$ cat src/rtl/idx_nvram_pkg.sv
package idx_nvram_pkg;

    localparam int BYTE_W = 8;
    localparam int PTR_W  = 2 * BYTE_W;
    localparam logic [BYTE_W-1:0] FILL_BYTE = '1;

    typedef enum logic [1:0] {
        WIN_ADDR_LO = 2'd0,
        WIN_ADDR_HI = 2'd1,
        WIN_SPARE   = 2'd2,
        WIN_DATA    = 2'd3
    } win_off_e;

    typedef struct packed {
        logic              wr;
        logic              rd;
        win_off_e          off;
        logic [BYTE_W-1:0] data;
    } win_req_t;

    function automatic logic in_span(input logic [PTR_W-1:0] a,
                                     input int lo, input int span);
        logic [31:0] aw;
        aw = 32'(a);
        return (aw >= 32'(lo)) && (aw < 32'(lo + span));
    endfunction

endpackage

$ cat src/rtl/nvp_addr_ptr.sv
module nvp_addr_ptr
    import idx_nvram_pkg::*;
(
    input  logic              clk,
    input  logic              rst,
    input  logic              ld_lo,
    input  logic              ld_hi,
    input  logic              clr,
    input  logic [BYTE_W-1:0] byte_in,
    output logic [PTR_W-1:0]  ptr
);

    always_ff @(posedge clk) begin
        if (rst) begin
            ptr <= '0;
        end else if (clr) begin
            ptr <= '0;
        end else if (ld_lo) begin
            ptr[BYTE_W-1:0] <= byte_in;
        end else if (ld_hi) begin
            ptr[PTR_W-1:BYTE_W] <= byte_in;
        end
    end

    p_lo_keeps_hi_r1: assert property (@(posedge clk) disable iff (rst)
        (ld_lo && !clr) |=> (ptr[PTR_W-1:BYTE_W] == $past(ptr[PTR_W-1:BYTE_W])));

    p_hi_keeps_lo_r2: assert property (@(posedge clk) disable iff (rst)
        (ld_hi && !ld_lo && !clr) |=> (ptr[BYTE_W-1:0] == $past(ptr[BYTE_W-1:0])));

    p_data_clears_r3: assert property (@(posedge clk) disable iff (rst)
        clr |=> (ptr == '0));

    p_idle_holds_r6: assert property (@(posedge clk) disable iff (rst)
        !(ld_lo || ld_hi || clr) |=> $stable(ptr));

    p_reset_ptr_r10: assert property (@(posedge clk)
        rst |=> (ptr == '0));

endmodule

$ cat src/rtl/nvp_lock_guard.sv
module nvp_lock_guard
    import idx_nvram_pkg::*;
#(
    parameter int MEM_BYTES  = 256,
    parameter int LOCK_COUNT = 2,
    parameter int LOCK_BASE  = 32,
    parameter int LOCK_SPAN  = 16,
    localparam int SEL_W     = (LOCK_COUNT > 1) ? $clog2(LOCK_COUNT) : 1
) (
    input  logic             clk,
    input  logic             rst,
    input  logic             flip,
    input  logic [SEL_W-1:0] sel,
    input  logic [PTR_W-1:0] ptr,
    output logic             blocked
);

    logic [LOCK_COUNT-1:0] locks;
    logic [LOCK_COUNT-1:0] hit;
    logic                  beyond;

    always_ff @(posedge clk) begin
        if (rst) begin
            locks <= '0;
        end else if (flip && (int'(sel) < LOCK_COUNT)) begin
            locks[sel] <= ~locks[sel];
        end
    end

    for (genvar i = 0; i < LOCK_COUNT; i++) begin : g_region
        localparam int LO = LOCK_BASE + i * LOCK_SPAN;
        assign hit[i] = in_span(ptr, LO, LOCK_SPAN);
    end

    assign beyond  = (32'(ptr) >= 32'(MEM_BYTES));
    assign blocked = beyond || |(hit & locks);

    p_flip_one_bit_r8: assert property (@(posedge clk) disable iff (rst)
        flip |=> ($countones(locks ^ $past(locks)) == 1));

    p_locks_hold_r8: assert property (@(posedge clk) disable iff (rst)
        !flip |=> $stable(locks));

    p_reset_locks_r10: assert property (@(posedge clk)
        rst |=> (locks == '0));

endmodule

$ cat src/rtl/nvp_byte_store.sv
module nvp_byte_store
    import idx_nvram_pkg::*;
#(
    parameter int MEM_BYTES = 256,
    localparam int IDX_W    = (MEM_BYTES > 1) ? $clog2(MEM_BYTES) : 1
) (
    input  logic              clk,
    input  logic              rst,
    input  logic              we,
    input  logic              re,
    input  logic              re_hit,
    input  logic [IDX_W-1:0]  idx,
    input  logic [BYTE_W-1:0] wdata,
    output logic [BYTE_W-1:0] rdata
);

    logic [BYTE_W-1:0] mem [MEM_BYTES];

    always_ff @(posedge clk) begin
        if (we) begin
            mem[idx] <= wdata;
        end
    end

    always_ff @(posedge clk) begin
        if (rst) begin
            rdata <= FILL_BYTE;
        end else if (re) begin
            rdata <= re_hit ? mem[idx] : FILL_BYTE;
        end
    end

    p_idle_rdata_r4: assert property (@(posedge clk) disable iff (rst)
        !re |=> $stable(rdata));

endmodule

$ cat src/rtl/idx_nvram_port.sv
module idx_nvram_port
    import idx_nvram_pkg::*;
#(
    parameter int MEM_BYTES  = 256,
    parameter int LOCK_COUNT = 2,
    parameter int LOCK_BASE  = 32,
    parameter int LOCK_SPAN  = 16,
    localparam int IDX_W     = (MEM_BYTES > 1) ? $clog2(MEM_BYTES) : 1,
    localparam int SEL_W     = (LOCK_COUNT > 1) ? $clog2(LOCK_COUNT) : 1
) (
    input  logic              clk,
    input  logic              rst,
    input  logic              bus_wr,
    input  logic              bus_rd,
    input  logic [1:0]        bus_off,
    input  logic [BYTE_W-1:0] bus_wdata,
    output logic [BYTE_W-1:0] rd_data,
    input  logic              lock_flip,
    input  logic [SEL_W-1:0]  lock_sel
);

    win_req_t         req;
    logic [PTR_W-1:0] ptr;
    logic             blocked;
    logic             data_wr;
    logic             data_rd;

    assign req.wr   = bus_wr;
    assign req.rd   = bus_rd;
    assign req.off  = win_off_e'(bus_off);
    assign req.data = bus_wdata;

    assign data_wr = req.wr && (req.off == WIN_DATA);
    assign data_rd = req.rd && (req.off == WIN_DATA);

    nvp_addr_ptr u_ptr (
        .clk     (clk),
        .rst     (rst),
        .ld_lo   (req.wr && (req.off == WIN_ADDR_LO)),
        .ld_hi   (req.wr && (req.off == WIN_ADDR_HI)),
        .clr     (data_wr),
        .byte_in (req.data),
        .ptr     (ptr)
    );

    nvp_lock_guard #(
        .MEM_BYTES  (MEM_BYTES),
        .LOCK_COUNT (LOCK_COUNT),
        .LOCK_BASE  (LOCK_BASE),
        .LOCK_SPAN  (LOCK_SPAN)
    ) u_guard (
        .clk     (clk),
        .rst     (rst),
        .flip    (lock_flip),
        .sel     (lock_sel),
        .ptr     (ptr),
        .blocked (blocked)
    );

    nvp_byte_store #(
        .MEM_BYTES (MEM_BYTES)
    ) u_store (
        .clk    (clk),
        .rst    (rst),
        .we     (data_wr && !blocked),
        .re     (req.rd),
        .re_hit (data_rd && !blocked),
        .idx    (ptr[IDX_W-1:0]),
        .wdata  (req.data),
        .rdata  (rd_data)
    );

    p_side_read_ff_r5: assert property (@(posedge clk) disable iff (rst)
        (req.rd && (req.off != WIN_DATA)) |=> (rd_data == FILL_BYTE));

    p_guarded_read_ff_r7: assert property (@(posedge clk) disable iff (rst)
        (data_rd && blocked) |=> (rd_data == FILL_BYTE));

    p_oob_read_ff_r9: assert property (@(posedge clk) disable iff (rst)
        (data_rd && (32'(ptr) >= 32'(MEM_BYTES))) |=> (rd_data == FILL_BYTE));

endmodule

$ cat config.mk
export PLATFORM = sky130hd
export DESIGN_NAME = idx_nvram_port
export DESIGN_NICKNAME = d
export VERILOG_FILES = /design/src/rtl/idx_nvram_pkg.sv /design/src/rtl/nvp_addr_ptr.sv /design/src/rtl/nvp_lock_guard.sv /design/src/rtl/nvp_byte_store.sv /design/src/rtl/idx_nvram_port.sv
export SDC_FILE = /design/constraint.sdc
export NUM_CORES = 2
export LEC_CHECK = 0
export ABC_AREA = 1
export BUFFER_PORTS_ARGS = -buffer_cell sky130_fd_sc_hd__buf_2
export CAP_MARGIN = 0
export CORE_AREA = 2 2 410 412
export CTS_CLUSTER_SIZE = 30
export DETAILED_ROUTE_END_ITERATION = 7
export DIE_AREA = 0 0 412 414
export PLACE_DENSITY = 0.66
export RECOVER_POWER = 100
export SLEW_MARGIN = 0
export SYNTH_ARGS = -nofsm -noshare
export SYNTH_HDL_FRONTEND = slang
export SYNTH_SLANG_ARGS = --single-unit
export TNS_END_PERCENT = 1
$ cat constraint.sdc
create_clock -name clk -period 2.6 [get_ports clk]
set_input_delay 0.26 -clock clk [delete_from_list [all_inputs] [get_ports clk]]
set_output_delay 0.26 -clock clk [all_outputs]
set_load 0.005 [all_outputs]
; ---- Yosys cells after proc, flatten, opt, wreduce, memory -nomap -nowiden
; Memory sizes are Yosys's and may differ from the RTL's. A register that Yosys moved wholly into a read port is not among the register bits.
; Index checks and enable logic that the tools add are counted.
[word_totals]
reg_bits = 26
latchBits = 0
ram_bits = 2048
mem_bits_ro = 0
input_bits = 16
out_inout_bits = 8
word_cells = 42
n_memories = 1
[memory_table]
columns = name, depth, word_bits, rd, rd_clocked_by_memory_dff, wr, line_no
row1 = u_store.mem, 256, 8, 1, 1, 1, nvp_byte_store.sv:17  ; logic [BYTE_W-1:0] mem [MEM_BYTES];
[classes]
n_addsub = 0
multipliers = 0
n_div = 0
magnitude_cmp = 7
eq_ne = 2
shift = 0
n_mux = 10
n_bitwise = 3
reduce_logical = 15
[ops]
columns = op, count
row1 = "16-bit by 6-bit >= comparator with 1-bit output, second input constant", 2
row2 = 8-bit 2-to-1 mux, 3
row3 = "16-bit by 9-bit >= comparator with 1-bit output, second input constant", 1
row4 = "16-bit by 6-bit less-than comparator with 1-bit output, second input constant", 1
row5 = "16-bit by 7-bit less-than comparator with 1-bit output, second input constant", 1
row6 = 1-bit logical AND, 9
row7 = 1-bit 2-to-1 mux, 5
row8 = 2-bit OR reduction, 2
row9 = 2-bit AND, 1
row10 = 2-bit bitwise mux, 1
row11 = "2-bit by 1-bit equality test with 1-bit output, second input constant", 1
row12 = "2-bit equality test, second input constant", 1
row13 = 2-bit logical NOT, 1
row14 = "1-bit by 2-bit less-than comparator with 1-bit output, second input constant", 1
row15 = 1-bit NOT, 2
row16 = 2-bit AND reduction, 1
row17 = 1-bit demux with 1-bit select, 1
row18 = "1-bit >= comparator, second input constant", 1
row19 = 1-bit logical NOT, 1
row20 = 1-bit logical OR, 1

; ---- Longest topological paths before layout
[depth]
ltp_word = 9
depth_mapped = 17
mapped_depth_nobuf = 13

; ---- Cells and area by module
; Synthesis repeated with hierarchy kept, for this count alone.
[hier_totals]
cells_unflattened = 7515
area_unflattened_um2 = 83877.9
[by_module_without_submodules]
columns = mod, n_inst, cells_per_inst, area_per_inst_um2
row1 = nvp_byte_store, 1, 7376, 82965.8
row2 = nvp_addr_ptr, 1, 88, 661.9
row3 = nvp_lock_guard, 1, 41, 205.2
row4 = idx_nvram_port, 1, 10, 45.0

; ---- Least setup slack after synthesis
; Ideal clock, no wire load.
[synth_timing]
path_type = flip-flop to flip-flop
start = register u_ptr.ptr[8]
end = memory u_store.mem[56][0], enable pin
arrival_ns = 1.856
required_ns = 2.230
setup_slack_ns = 0.373
path_stages_with_launch = 9
n_path_buf = 1
cell_sequence = dfxtp_1 -> nor4_1 -> nand4_1 -> nor2_1 -> nand2_1 -> nor2_1 -> nand2_1 -> buf_2 -> nor2_1
[synth_via]
elab_chain_len = 9
[synth_rtl]
columns = item, line_no
row1 = from (decl), nvp_addr_ptr.sv:10  ; output logic [PTR_W-1:0] ptr
row2 = "from (signal, indexed assignment)", nvp_addr_ptr.sv:19  ; ptr[BYTE_W-1:0] <= byte_in;
row3 = "from (signal, indexed assignment)", nvp_addr_ptr.sv:21  ; ptr[PTR_W-1:BYTE_W] <= byte_in;
row4 = 16-bit by 6-bit >= comparator with 1-bit output (tied with other cells), idx_nvram_pkg.sv:25  ; return (aw >= 32'(lo)) && (aw < 32'(lo + span));
row5 = 1-bit logical AND, idx_nvram_pkg.sv:25
row6 = 2-bit AND, nvp_lock_guard.sv:36  ; assign blocked = beyond || |(hit & locks);
row7 = 2-bit OR reduction, nvp_lock_guard.sv:36
row8 = 1-bit logical OR (*), nvp_lock_guard.sv:36
row9 = 1-bit logical NOT (*), idx_nvram_port.sv:65  ; .we (data_wr && !blocked),
row10 = 1-bit logical AND (*), idx_nvram_port.sv:65
row11 = 1-bit 2-to-1 mux (*), nvp_byte_store.sv:20  ; if (we) begin
row12 = 1-bit 2-to-1 mux (not written as such) (*), nvp_byte_store.sv:21  ; mem[idx] <= wdata;
row13 = to (decl), nvp_byte_store.sv:17
; Every way passes the cells marked *; elsewhere a longest branch is shown, timed or not.

; ---- Worst setup path after layout
[layout_timing]
start = register u_ptr.ptr[9]
end = memory u_store.mem[33][6], enable pin
; Same word-level chain as after synthesis.

==> impl_metrics.yaml <==
run_status:
  outcome: "finished with violations"
  violations: "max-capacitance violations, max-slew violations, negative setup slack"
setup_path:
  slowest_delay_ns: 0.38
  arrival_ns: 3.22
  cp_cell_sequence: "nor4_1, nand4_1, clkbuf_1, nor4_2, buf_4, nand2_1, clkbuf_2, nor2_1, buf_4"
  reg2reg_from: "u_ptr.ptr[9]"
  worstPathRequired_ns: 3.17
  r2r_end: "u_store.mem[33][6]"
  crit_type: "reg -> reg"
  worstPathMaxFanout: 15
  cp_slowest_cell: "nor4_1"
  critPathLaunchType: "flip-flop"
  endpoint_kind: "flip-flop"
  r2r.worst_path.cells: 9
  reg2reg_slack_ns: -0.05
  cp_common_cell: "buf_4"
pwr:
  intPower_uw: 54300
  p_leak_uw: 0.0343
  clock_power_share: 0.413
  swShare: 0.226
  p_switching_uw: 15900
  powerDensity_nw_per_um2: 725
  peakVddDrop_mv: 0.770
  power_frac_comb: 0.061
  power_frac_seq: 0.526
min_path:
  worstHoldEndpoint: "u_guard.locks[0]"
  hold_start: "rst"
  holdPathStages: 3
  min_path_type: "in -> reg"
placed_design:
  port-buffer-count: 23
  pre_cts_ws_ns: 0.0444
  dpl.hpwl_um: 139000
  dpl-instance-area_um2: 90600
  place_congestion: 0.901
synth:
  syn-num-nets: 7148
  ys_warn_count: 0
  synth_top_area_frac: 0.730
  netlist_area_um2: 84300
  synth-seq-area-share: 0.738
  synth_async_sr_flop_share: 0
  synth_common_cells: "2239 x nand2_1, 2048 x edfxtp_1, 1979 x nand3_1, 303 x buf_2, 278 x nor2_1"
  synthCells: 7132
  syn_area_per_cell_um2: 11.8
  synthTopCellsByArea: "edfxtp_1 73%, nand3_1 12%, nand2_1 10%"
  ys_dominant_reg_cell: "edfxtp_1"
  synth-edff-count: 2048
  ys_ff_latch: 2082
  yosysUniqueCellTypes: 20
  yosys.area.top_type: "edfxtp_1"
  yosysMostFrequentCell: "nand2_1"
floorplanning:
  io_pins: 24
  core-area_um2: 166000
  dieArea_um2: 171000
  rows: 150
  initial_core_util: 0.507
  die_w_um: 412
  die_h_um: 414
drt:
  drtIter0Drc: 7319
  via_per_inst: 5.88
  wl_per_cell_um: 23.8
  ant_nets: 0
  drt_pass1_iterations: 6
  drt_wl_total_um: 234000
  drcViolationCount: 0
  vias: 58000
final_layout:
  final_cell_area_um2: 96800
  drive_gt1_frac: 0.117
  fin_util: 0.582
  syn_to_final_growth_pct: 14.9
  nNetsFinal: 7506
clocking:
  cts_buffers: 202
  cts_sinks: 2082
  clk_latency_ns: 0.87
  cts_tree: "yes"
  cts-root-buf: "clkbuf_16"
  cts_buffer_depth: 3
  cts.clk_slew.worst_paths_ns: 0.06
  htree_num_levels: 4
job:
  cap_violations: 7
timing:
  hold_viol: 0
  hold_ws_ns: 0.340
  max_freq_ghz: 0.377
  fin_tns_setup_ns: -1.50
  drv_slew: 434
  slew_headroom: -0.529
  setup_viol: 100
  period_share: 1.02
  worst_pin_slew_ns: 2.29
  fin_crit_ns: 2.65
  skew_ns: 0.0415
  rsz0062_at_grt: "yes"
  fin_ws_ns: -0.0494
global_routing:
  grt_max_degree: 107
  grt-ovfl-total: 0
  grt_usage: 0.269
  grt_pass1_vias: 54500
  antenna_found_initial: 8
  grt_pass1_wl_um: 345000
sequential cells by signal, summed over array words and instances, names as in the netlist, named ones only:
name / flops
u_store.rdata: 8
u_store.mem: 2048
u_guard.locks: 2
u_ptr.ptr: 16
timing repair:
item                                    4_1_cts  5_1_grt
hold buffers                                 18        0
endpoints found under the setup margin        0        8
resized for setup                             0       25
hold endpoints to repair                    379        0
buffers inserted                              0        7
stage by stage:
| step | power [µW] | cells |
|---|---|---|
| 6_report | 70200 | 9866 |
| 5_1_grt | 72000 | 9865 |
| 4_1_cts | 70300 | 9850 |
| 3_5_place_dp | 41800 | 9458 |
| 3_3_place_gp | 41700 | 9458 |
| 2_1_floorplan | 39600 | 7132 |
worst max-delay path by stage:
stage / depth (start not counted) / startpoint / endpoint / slack [ns]
2_1_floorplan: 8 / u_ptr.ptr[8] / u_store.mem[56][0] / 0.37
3_3_place_gp: 15 / flip-flop / u_store.rdata[1] / 0.007
3_5_place_dp: 15 / flip-flop / u_store.rdata[0] / 0.04
4_1_cts: 15 / flip-flop / u_store.rdata[1] / 0.02
5_1_grt: 15 / flip-flop / u_store.rdata[4] / -0.06
6_report: 9 / u_ptr.ptr[9] / u_store.mem[33][6] / -0.05
placed cells by master, fill, tap and decap left out, types with 6 or more instances in the layout:
master,instances
buf_2,64
bufinv_16,19
nand3_2,9
nand4_1,11
nor2_1,278
clkbuf_2,139
clkinv_1,54
nand2_2,19
clkbuf_4,36
clkbuf_1,92
nand2_1,2220
clkbuf_16,206
a21oi_1,16
buf_12,85
edfxtp_1,2048
buf_4,229
clkinv_16,6
nand3_1,1970
buf_6,7
clkinv_2,35
dfxtp_1,29
a211oi_1,8
dlygate4sd3_1,18
inv_1,18
power groups by stage:
stage                     logic [µW]  registers (µW)  clock network (µW)
final                           4250           36900               29000
after global placement          4110           37600                   0
after detailed placement        4150           37600                   0
after CTS                       4190           36900               29200
after global routing            4550           36900               30500
after floorplan                 2030           37600                   0
cell families (layout without fill, tap and decap cells):
group | after synthesis | count (layout) | synth area share
xor+xnor | 2 | 2 | 0.000208
other cells | 0 | 2 | 0
flops | 2082 | 2082 | 0.738
compound gates | 24 | 24 | 0.00166
simple gates | 4512 | 4512 | 0.231
buf+inv | 512 | 1040 | 0.0290
worst max-delay path: cells and delay by family (launching register included):
family                 cells  cell delay [ns]
and+or+nand+nor            5             1.16
DFF                        1             0.32
buffers and inverters      4             0.88
final cells by class:
cell class / count / area (µm²)
Timing Repair inverter: 3 / 42.5
Tap cell: 2204 / 2760
Antenna cell: 2 / 5.00
Sequential cell: 2082 / 62200
Clock buffer: 246 / 5250
Clock inverter: 128 / 1280
Timing Repair Buffer: 639 / 5410
Multi-Input combinational cell: 4538 / 19700
Fill cell: 13400 / 69500
Inverter: 24 / 134
routing by layer:
layer  vias to the layer above  share of wire  track usage  routed length, µm
met1                     28300           0.40        0.388              94200
met2                      3143           0.46        0.408             108000
met4                         8          0.039        0.106               9120
li1                      26000              -            -                  -
met5                         -        0.00020            0                 48
met3                       491           0.10       0.0458              23500
Power figures use the tool's default switching activity.
